## config.mk

```make
export PLATFORM = sky130hd
export DESIGN_NAME = tlbm_top
export DESIGN_NICKNAME = d
export VERILOG_FILES = /design/src/rtl/tlbm_pkg.sv /design/src/rtl/tlbm_store.sv /design/src/rtl/tlbm_match.sv /design/src/rtl/tlbm_nextptr.sv /design/src/rtl/tlbm_top.sv
export SDC_FILE = /design/constraint.sdc
export NUM_CORES = 2
export LEC_CHECK = 0
export ABC_AREA = 1
export BUFFER_PORTS_ARGS = -buffer_cell sky130_fd_sc_hd__buf_2
export CORE_ASPECT_RATIO = 1.75
export CORE_UTILIZATION = 60
export CTS_CLUSTER_SIZE = 16
export DETAILED_ROUTE_END_ITERATION = 6
export PLACE_DENSITY = 0.84
export SETUP_SLACK_MARGIN = 0.3
export SLEW_MARGIN = 10
export SYNTH_ARGS = -nofsm -noshare
export SYNTH_HDL_FRONTEND = slang
export SYNTH_SLANG_ARGS = --single-unit
```

## constraint.sdc

```tcl
create_clock -name clk -period 60.8 [get_ports clk]
set_clock_uncertainty 0.15 [all_clocks]
set_input_delay 12.16 -clock clk [delete_from_list [all_inputs] [get_ports clk]]
set_output_delay 12.16 -clock clk [all_outputs]
set_load 0.01 [all_outputs]
```

## src/rtl/tlbm_pkg.sv

```systemverilog
package tlbm_pkg;
  localparam logic [31:0] UC_WINDOW = 32'hA000_0000;
  typedef logic [1:0] vbits_t;
endpackage

```

## src/rtl/tlbm_store.sv

```systemverilog
module tlbm_store #(
  parameter int N      = 16,
  parameter int VPN_W  = 20,
  parameter int ASID_W = 8,
  parameter int PFN_W  = 20,
  localparam int IDX_W  = $clog2(N),
  localparam int WIDX_W = IDX_W + 1
) (
  input  logic                          clk,
  input  logic                          rst_n,
  input  logic                          wr_en,
  input  logic [WIDX_W-1:0]             wr_idx,
  input  logic [VPN_W-1:0]              wr_vpn,
  input  logic [VPN_W-1:0]              wr_mask,
  input  logic [ASID_W-1:0]             wr_asid,
  input  logic                          wr_glob,
  input  tlbm_pkg::vbits_t              wr_vbits,
  input  logic [PFN_W-1:0]              wr_pfn,
  input  logic                          flush,
  output logic [N-1:0][VPN_W-1:0]       ent_vpn,
  output logic [N-1:0][VPN_W-1:0]       ent_mask,
  output logic [N-1:0][ASID_W-1:0]      ent_asid,
  output logic [N-1:0]                  ent_glob,
  output tlbm_pkg::vbits_t [N-1:0]      ent_vbits,
  output logic [N-1:0][PFN_W-1:0]       ent_pfn,
  output logic [N-1:0]                  ent_vld,
  output logic                          wr_warn
);
  logic wr_ok, upd_en, warn_d;
  logic [N-1:0][VPN_W-1:0]  vpn_d, mask_d;
  logic [N-1:0][ASID_W-1:0] asid_d;
  logic [N-1:0]             glob_d;
  tlbm_pkg::vbits_t [N-1:0] vb_d;
  logic [N-1:0][PFN_W-1:0]  pfn_d;

  assign wr_ok  = wr_en && (wr_idx < WIDX_W'(N));
  assign upd_en = flush || wr_ok;
  assign warn_d = wr_en && !wr_ok;

  always_comb begin
    vpn_d  = ent_vpn;
    mask_d = ent_mask;
    asid_d = ent_asid;
    glob_d = ent_glob;
    vb_d   = ent_vbits;
    pfn_d  = ent_pfn;
    if (flush) begin
      vpn_d  = '0;
      mask_d = '0;
      asid_d = '0;
      glob_d = '0;
      vb_d   = '0;
      pfn_d  = '0;
    end else if (wr_ok) begin
      vpn_d[wr_idx[IDX_W-1:0]]  = wr_vpn;
      mask_d[wr_idx[IDX_W-1:0]] = wr_mask;
      asid_d[wr_idx[IDX_W-1:0]] = wr_asid;
      glob_d[wr_idx[IDX_W-1:0]] = wr_glob;
      vb_d[wr_idx[IDX_W-1:0]]   = wr_vbits;
      pfn_d[wr_idx[IDX_W-1:0]]  = wr_pfn;
    end
  end

  always_ff @(posedge clk or negedge rst_n) begin
    if (!rst_n) begin
      ent_vpn   <= '0;
      ent_mask  <= '0;
      ent_asid  <= '0;
      ent_glob  <= '0;
      ent_vbits <= '0;
      ent_pfn   <= '0;
    end else if (upd_en) begin
      ent_vpn   <= vpn_d;
      ent_mask  <= mask_d;
      ent_asid  <= asid_d;
      ent_glob  <= glob_d;
      ent_vbits <= vb_d;
      ent_pfn   <= pfn_d;
    end
  end

  always_ff @(posedge clk or negedge rst_n) begin
    if (!rst_n) wr_warn <= 1'b0;
    else        wr_warn <= warn_d;
  end

  for (genvar g = 0; g < N; g++) begin : g_vld
    assign ent_vld[g] = |ent_vbits[g];
  end

  AST_FLUSH_EMPTIES: assert property (@(posedge clk) disable iff (!rst_n)
    flush |=> (ent_vld == '0));
  AST_BAD_WRITE_KEEPS: assert property (@(posedge clk) disable iff (!rst_n)
    (wr_en && (wr_idx >= WIDX_W'(N)) && !flush) |=> ($stable(ent_vld) && $stable(ent_vpn)));
  AST_WARN_FROM_WRITE: assert property (@(posedge clk) disable iff (!rst_n)
    wr_warn |-> $past(wr_en));
endmodule

```

## src/rtl/tlbm_match.sv

```systemverilog
module tlbm_match #(
  parameter int N      = 16,
  parameter int VPN_W  = 20,
  parameter int ASID_W = 8,
  parameter int PFN_W  = 20,
  localparam int IDX_W = $clog2(N)
) (
  input  logic [VPN_W-1:0]              q_vpn,
  input  logic [ASID_W-1:0]             q_asid,
  input  logic [N-1:0][VPN_W-1:0]       ent_vpn,
  input  logic [N-1:0][VPN_W-1:0]       ent_mask,
  input  logic [N-1:0][ASID_W-1:0]      ent_asid,
  input  logic [N-1:0]                  ent_glob,
  input  tlbm_pkg::vbits_t [N-1:0]      ent_vbits,
  input  logic [N-1:0][PFN_W-1:0]       ent_pfn,
  input  logic [N-1:0]                  ent_vld,
  output logic                          hit,
  output logic [IDX_W-1:0]              idx,
  output logic [PFN_W-1:0]              pfn,
  output tlbm_pkg::vbits_t              vbits
);
  logic [N-1:0] cand;

  for (genvar g = 0; g < N; g++) begin : g_cmp
    logic page_eq, tag_ok;
    assign page_eq = (((q_vpn ^ ent_vpn[g]) & ~ent_mask[g]) == '0);
    assign tag_ok  = ent_glob[g] || (ent_asid[g] == q_asid);
    assign cand[g] = ent_vld[g] && page_eq && tag_ok;
  end

  always_comb begin
    hit   = 1'b0;
    idx   = '1;
    pfn   = '0;
    vbits = '0;
    for (int i = N - 1; i >= 0; i--) begin
      if (cand[i]) begin
        hit   = 1'b1;
        idx   = IDX_W'(i);
        pfn   = ent_pfn[i];
        vbits = ent_vbits[i];
      end
    end
  end
endmodule

```

## src/rtl/tlbm_nextptr.sv

```systemverilog
module tlbm_nextptr #(
  parameter int N = 16,
  localparam int IDX_W = $clog2(N)
) (
  input  logic             clk,
  input  logic             rst_n,
  input  logic             flush,
  input  logic             adv,
  output logic [IDX_W-1:0] ptr
);
  logic [IDX_W-1:0] ptr_d;
  logic             ptr_en;

  assign ptr_en = flush || adv;

  always_comb begin
    if (flush)                      ptr_d = '0;
    else if (ptr == IDX_W'(N - 1))  ptr_d = '0;
    else                            ptr_d = ptr + 1'b1;
  end

  always_ff @(posedge clk or negedge rst_n) begin
    if (!rst_n)      ptr <= '0;
    else if (ptr_en) ptr <= ptr_d;
  end

  AST_PTR_WRAP: assert property (@(posedge clk) disable iff (!rst_n)
    (adv && !flush && ptr == IDX_W'(N - 1)) |=> (ptr == '0));
  AST_PTR_FLUSH: assert property (@(posedge clk) disable iff (!rst_n)
    flush |=> (ptr == '0));
endmodule

```

## src/rtl/tlbm_top.sv

```systemverilog
module tlbm_top #(
  parameter int          N          = 16,
  parameter int          VPN_W      = 20,
  parameter int          ASID_W     = 8,
  parameter int          PFN_W      = 20,
  parameter int          VA_W       = 32,
  parameter logic [VA_W-1:0] UC_PATTERN = VA_W'(tlbm_pkg::UC_WINDOW),
  localparam int         IDX_W      = $clog2(N)
) (
  input  logic              clk,
  input  logic              rst_n,
  input  logic              lk_valid,
  input  logic [VPN_W-1:0]  lk_vpn,
  input  logic [ASID_W-1:0] lk_asid,
  output logic              lk_hit,
  output logic [IDX_W-1:0]  lk_idx,
  output logic [PFN_W-1:0]  lk_pfn,
  output logic [1:0]        lk_vbits,
  input  logic [VPN_W-1:0]  pr_vpn,
  input  logic [ASID_W-1:0] pr_asid,
  output logic              pr_found,
  output logic [IDX_W-1:0]  pr_idx,
  input  logic              wr_en,
  input  logic [IDX_W:0]    wr_idx,
  input  logic [VPN_W-1:0]  wr_vpn,
  input  logic [VPN_W-1:0]  wr_mask,
  input  logic [ASID_W-1:0] wr_asid,
  input  logic              wr_glob,
  input  logic [1:0]        wr_vbits,
  input  logic [PFN_W-1:0]  wr_pfn,
  output logic              wr_warn,
  input  logic              flush,
  input  logic              ix_adv,
  output logic [IDX_W-1:0]  ix_idx,
  output logic [VPN_W-1:0]  ix_vpn,
  output logic [PFN_W-1:0]  ix_pfn,
  output logic [1:0]        ix_vbits,
  input  logic [VA_W-1:0]   uc_vaddr,
  output logic              uc_flag
);
  logic [1:0] rs_q;
  logic       rst_n_s;

  always_ff @(posedge clk or negedge rst_n) begin
    if (!rst_n) rs_q <= '0;
    else        rs_q <= {rs_q[0], 1'b1};
  end
  assign rst_n_s = rs_q[1];

  logic [N-1:0][VPN_W-1:0]  ent_vpn, ent_mask;
  logic [N-1:0][ASID_W-1:0] ent_asid;
  logic [N-1:0]             ent_glob, ent_vld;
  tlbm_pkg::vbits_t [N-1:0] ent_vbits;
  logic [N-1:0][PFN_W-1:0]  ent_pfn;

  tlbm_store #(.N(N), .VPN_W(VPN_W), .ASID_W(ASID_W), .PFN_W(PFN_W)) u_store (
    .clk(clk), .rst_n(rst_n_s),
    .wr_en(wr_en), .wr_idx(wr_idx), .wr_vpn(wr_vpn), .wr_mask(wr_mask),
    .wr_asid(wr_asid), .wr_glob(wr_glob), .wr_vbits(wr_vbits), .wr_pfn(wr_pfn),
    .flush(flush),
    .ent_vpn(ent_vpn), .ent_mask(ent_mask), .ent_asid(ent_asid),
    .ent_glob(ent_glob), .ent_vbits(ent_vbits), .ent_pfn(ent_pfn),
    .ent_vld(ent_vld), .wr_warn(wr_warn)
  );

  // Lookup and probe share one matcher design, instanced per port.
  logic             m_hit   [2];
  logic [IDX_W-1:0] m_idx   [2];
  logic [PFN_W-1:0] m_pfn   [2];
  tlbm_pkg::vbits_t m_vbits [2];
  logic [VPN_W-1:0]  q_vpn  [2];
  logic [ASID_W-1:0] q_asid [2];

  assign q_vpn[0]  = lk_vpn;
  assign q_asid[0] = lk_asid;
  assign q_vpn[1]  = pr_vpn;
  assign q_asid[1] = pr_asid;

  for (genvar p = 0; p < 2; p++) begin : g_port
    tlbm_match #(.N(N), .VPN_W(VPN_W), .ASID_W(ASID_W), .PFN_W(PFN_W)) u_match (
      .q_vpn(q_vpn[p]), .q_asid(q_asid[p]),
      .ent_vpn(ent_vpn), .ent_mask(ent_mask), .ent_asid(ent_asid),
      .ent_glob(ent_glob), .ent_vbits(ent_vbits), .ent_pfn(ent_pfn),
      .ent_vld(ent_vld),
      .hit(m_hit[p]), .idx(m_idx[p]), .pfn(m_pfn[p]), .vbits(m_vbits[p])
    );
  end

  assign pr_found = m_hit[1];
  assign pr_idx   = m_idx[1];

  logic hit_d;
  assign hit_d = lk_valid && m_hit[0];

  always_ff @(posedge clk or negedge rst_n_s) begin
    if (!rst_n_s) lk_hit <= 1'b0;
    else          lk_hit <= hit_d;
  end

  always_ff @(posedge clk or negedge rst_n_s) begin
    if (!rst_n_s) begin
      lk_idx   <= '0;
      lk_pfn   <= '0;
      lk_vbits <= '0;
    end else if (lk_valid) begin
      lk_idx   <= m_idx[0];
      lk_pfn   <= m_pfn[0];
      lk_vbits <= m_vbits[0];
    end
  end

  tlbm_nextptr #(.N(N)) u_ptr (
    .clk(clk), .rst_n(rst_n_s), .flush(flush), .adv(ix_adv), .ptr(ix_idx)
  );

  assign ix_vpn   = ent_vpn[ix_idx];
  assign ix_pfn   = ent_pfn[ix_idx];
  assign ix_vbits = ent_vbits[ix_idx];

  assign uc_flag = ((uc_vaddr & UC_PATTERN) == UC_PATTERN);

  AST_LK_HIT_NEEDS_REQ: assert property (@(posedge clk) disable iff (!rst_n_s)
    lk_hit |-> $past(lk_valid));
  AST_LK_IDLE_HOLDS: assert property (@(posedge clk) disable iff (!rst_n_s)
    !lk_valid |=> ($stable(lk_pfn) && $stable(lk_idx)));
endmodule

```

==> results.txt, run 1 <==
Port bufs - 219
Vias in the first global route - 74,400
Overall routing resource usage - 0.7155
Post-synth EDFFs - 0
Last stage - global routing
Synth top area cells - dfrtp_1 44%, o21ai_0 9.2%, o22ai_1 7.9%, nand2_1 7.3%, a21oi_1 7.0%
Pin count of the biggest net entering global routing - 180
Gate Count Post-Synth - 8,782
First-pass GRT wire length - 562.6 mm
RePlAce Congestion - 1.175
Syn Nets - 8,953
Hpwl dp - 244.4 mm
YS warnings - 0
Top cells by count, synth - 1,286 x nand2_1, 1,221 x o21ai_0, 1,170 x dfrtp_1
Hold buffers post-CTS - 0
Initial Util - 0.6069
Post-synthesis register bit count - 1,170
I/O Pins - 250
CTS sink cnt - 1,170
H-tree depth - 3
Root Driver - clkbuf_16
Rows - 160
Stop err - [ERROR GRT-0116] Global routing finished with congestion. Check the congestion regions in the DRC Viewer.
Share of flip-flops with an asynchronous set or reset - 1.000
Netlist Area Pre-Place - 66,100 sq um
Sequential-to-total area share from yosys stat - 0.4430
Clock buffer depth - 3
Synth Area per Inst - 7.526 sq um
Top-count cell post-synth - nand2_1
Total grt overflow - 8
Num CTS Buffers - 111
Status - aborted with a tool error
Yosys top cell area share - 0.4430
Setup Buffers After CTS - 0
Die X - 252.9 um
Post_cts resized - 0
Die Ht - 441.1 um
Synth Flop Type - dfrtp_1
Post-synth top area cell - dfrtp_1
Cell variety after synth - 64
==> cell families after synthesis <==
kind of cell,after synthesis,share of synthesized area
other,1,0.00005673
flip-flops,1170,0.4430
AND/OR/NAND/NOR,2605,0.1733
buffers and inverters,1719,0.1058
AO/OA/AOI/OAI,3217,0.2686
adder cells (fa/ha/maj),1,0.0001893
XOR/XNOR,69,0.009143
==> per-layer routing <==
| metal | overflow | global-route usage |
|---|---|---|
| met2 | 3 | 0.9093 |
| met4 | 5 | 0.7397 |
| met5 | 0 | 0.1222 |
| met3 | 0 | 0.5011 |
| met1 | 0 | 0.7298 |
==> metrics by stage <==
step | cells | area [sq um] | setup slack [ns] | hold slack, ns
after floorplan | 8782 | 66100 | 25.62 | 0.1812
after global placement | 9909 | 67320 | 32.04 | 0.1948
after detailed placement | 9909 | 67320 | 32.07 | 0.1950
after CTS | 10110 | 71200 | 32.03 | 0.2210
==> run 2, diff against run 1 <==
--- a/config.mk
+++ b/config.mk
@@ -7,12 +7,9 @@
 export LEC_CHECK = 0
 export ABC_AREA = 1
 export BUFFER_PORTS_ARGS = -buffer_cell sky130_fd_sc_hd__buf_2
-export CORE_ASPECT_RATIO = 1.75
-export CORE_UTILIZATION = 60
-export CTS_CLUSTER_SIZE = 16
+export CORE_UTILIZATION = 40
 export DETAILED_ROUTE_END_ITERATION = 6
-export PLACE_DENSITY = 0.84
-export SETUP_SLACK_MARGIN = 0.3
+export PLACE_DENSITY_LB_ADDON = 0.15
 export SLEW_MARGIN = 10
 export SYNTH_ARGS = -nofsm -noshare
 export SYNTH_HDL_FRONTEND = slang
==> run 2 against run 1 <==
Against the previous run:
- the flow now finishes, with violations (DRC)
- synthesized cell count did not move
- area after synthesis stayed put
==> results.txt, run 2 <==
Core Region - 163,300 sq um
CP Capture Type - output port
Clk_lat worst skew - 0.84 ns
Synthesis-to-layout area growth - 10.50%
Pin count of the biggest net entering global routing - 195
WP data required - 48.49 ns
Synth top area cells - dfrtp_1 44%, o21ai_0 9.2%, o22ai_1 7.9%, nand2_1 7.3%, a21oi_1 7.0%
Share of cells above drive strength 1 - 0.08176
Psw - 585.5 uW
Logic gate share of total power - 0.127
Initial DRT Pass Iterations - 7
Leakage - 30.79 nW
Initial Util - 0.4047
Dpl cells - 10,620
Post_cts resized - 0
Post-Layout Inst Area - 73,040 sq um
Total negative slack - 0 ns
Top-count cell post-synth - nand2_1
Maximum VDD drop - 0.00002920 V
Overall routing resource usage - 0.4160
Finished Layout Cells - 10,900
Post-synthesis register bit count - 1,170
Post-Route WL - 356.2 mm
PD cells - 26.39 nW/um^2
Port bufs - 219
Crit start category - input pin
Num CTS Buffers - 143
Die X - 408.5 um
Clock Pin Slew Worst Setup and Hold Paths - 0.06 ns
Crit path kind - in2out
Rows - 148
Leading cell type in the layout, fill and taps excluded - nand2_1
Hold buffers post-CTS - 0
Share of flip-flops with an asynchronous set or reset - 1.000
Final setup viols - 0
RSZ-0062 raised after global routing - false
NumNets Final - 8,762
Synth Flop Type - dfrtp_1
Least-Margin Pin Slew - 1.425 ns
Post-synth top area cell - dfrtp_1
Fillcell total - 16,650
Most frequent cells in the layout - 1,256 x nand2_1, 1,217 x o21ai_0, 1,166 x dfrtp_1, 983 x inv_1, 931 x a21oi_1
Clk network pwr share - 0.462
Hpwl dp - 236.6 mm
Synth Area per Inst - 7.526 sq um
Period Utilization, post-route - 0.4873
Crit path arrival time - 17.32 ns
Clock buffer depth - 3
Sequential-to-total area share from yosys stat - 0.4430
Cell Int Power - 1.342 mW
Fin util - 0.4472
Total grt overflow - 0
Die Ht - 408.5 um
DRC - 8
Setup Buffers After CTS - 0
Die footprint - 166,900 sq um
Root Driver - clkbuf_16
CTS tree - built
H-tree depth - 4
Max Freq - 33.75 MHz
I/O Pins - 250
Maxcap violations - 0
Vias in the first global route - 63,650
Biggest regs - u_store.ent_mask (320), u_store.ent_pfn (320), u_store.ent_vpn (320)
Status - complete, but fails checks
Top cells by count, synth - 1,286 x nand2_1, 1,221 x o21ai_0, 1,170 x dfrtp_1
Worst hold-check path type - reg2reg
Post-synth EDFFs - 0
CTS sink cnt - 1,170
YS warnings - 0
Drt wl/cell - 32.69 um
Vias - 70,850
Net Sw Frac - 0.3038
Syn Nets - 8,953
Final ANT Viol Nets - 0
Seq pwr share - 0.412
Gate Count Post-Synth - 8,782
RePlAce Congestion - 1.103
Final Slew Violations - 0
Cell variety after synth - 64
Yosys top cell area share - 0.4430
Failing checks - DRC
Vias/cell - 6.503
Fin crit period - 29.63 ns
Initial DRC count - 11,600
Final hold slack - 0.2000 ns
Max-Slew Margin vs Limit - 0.04376
Netlist Area Pre-Place - 66,100 sq um
Initial antenna violation count - 51
Dpl cell area - 68,190 sq um
Final Hold Vio Count - 0
CP max FO - 32
First-pass GRT wire length - 494.7 mm
run 2: worst paths after layout:
kind                                     startpoint                   end  slack [ns]  cells after the start
worst max-delay path                      pr_vpn[0]             pr_idx[0]       31.17                     16
worst min-delay path                        rs_q[0]               rs_q[1]        0.20                      0
worst max register to register  u_store.ent_vpn[91]            lk_pfn[10]       55.49                     12
worst min register to register              rs_q[0]               rs_q[1]        0.20                      0
max in group asynchronous                     rst_n               rs_q[1]       49.41                      1
min in group asynchronous                   rs_q[1]  u_store.ent_vpn[218]        0.35                      0
run 2: cell families (layout without fill, tap and decap cells):
| kind of cell | count (synthesis) | count (layout) | synth area share |
|---|---|---|---|
| AOI/OAI and AO/OA | 3217 | 3217 | 0.2686 |
| and+or+nand+nor | 2605 | 2605 | 0.1733 |
| buffers and inverters | 1719 | 1633 | 0.1058 |
| DFF | 1170 | 1170 | 0.4430 |
| xor gates and xnor gates | 69 | 69 | 0.009143 |
| adders and majority gates | 1 | 1 | 0.0001893 |
| other | 1 | 26 | 0.00005673 |
run 2: metal layers:
layer  global-route usage  vias to the layer above  routed length (um)
li1                     -                    30120                   -
met1               0.5634                    34680              139100
met2               0.5643                     5035              141800
met3               0.1660                      983               53610
met4               0.2171                       42               21380
met5                    0                        -                 320
run 2: layout make-up:
cell class	instances	area, sq um	share of cell area
Inverter	1024	3877	0.05309
Sequential cell	1170	29290	0.4010
Clock inverter	38	523.0	0.007161
Antenna cell	25	62.56	0.0008565
Clock buffer	212	4240	0.05806
Multi-Input combinational cell	5893	30130	0.4125
Tap cell	2175	2721	0.03726
Timing Repair Buffer	359	2197	0.03008
run 2: through the flow:
| stage | setup WS (ns) | total power, mW |
|---|---|---|
| after floorplan | 25.62 | 0.9330 |
| after global placement | 32.00 | 1.039 |
| after detailed placement | 31.94 | 1.040 |
| after CTS | 31.94 | 1.916 |
| after global routing | 31.39 | 1.967 |
| final | 31.17 | 1.927 |
run 2: power by group through the flow:
stage,Sequential (mW),Clock (mW),Combinational (mW)
6_report,0.793,0.890,0.245
5_1_grt,0.794,0.923,0.251
4_1_cts,0.793,0.890,0.233
3_5_place_dp,0.807,0,0.233
3_3_place_gp,0.807,0,0.232
2_1_floorplan,0.816,0,0.117
run 2: critical path, stage by stage:
cell	delay, ns
buf_2	0.47
a21oi_1	0.45
a211oi_1	1.03
nand4_1	0.52
nor4_1	1.11
nand4_1	0.43
nand2_1	0.18
nand2_1	0.06
nand2_1	0.05
nand2_1	0.05
nand2_1	0.05
nand2_1	0.12
nand3b_1	0.13
nand2_1	0.22
inv_1	0.12
buf_2	0.13
No activity file was read; power rests on OpenSTA's default activity.
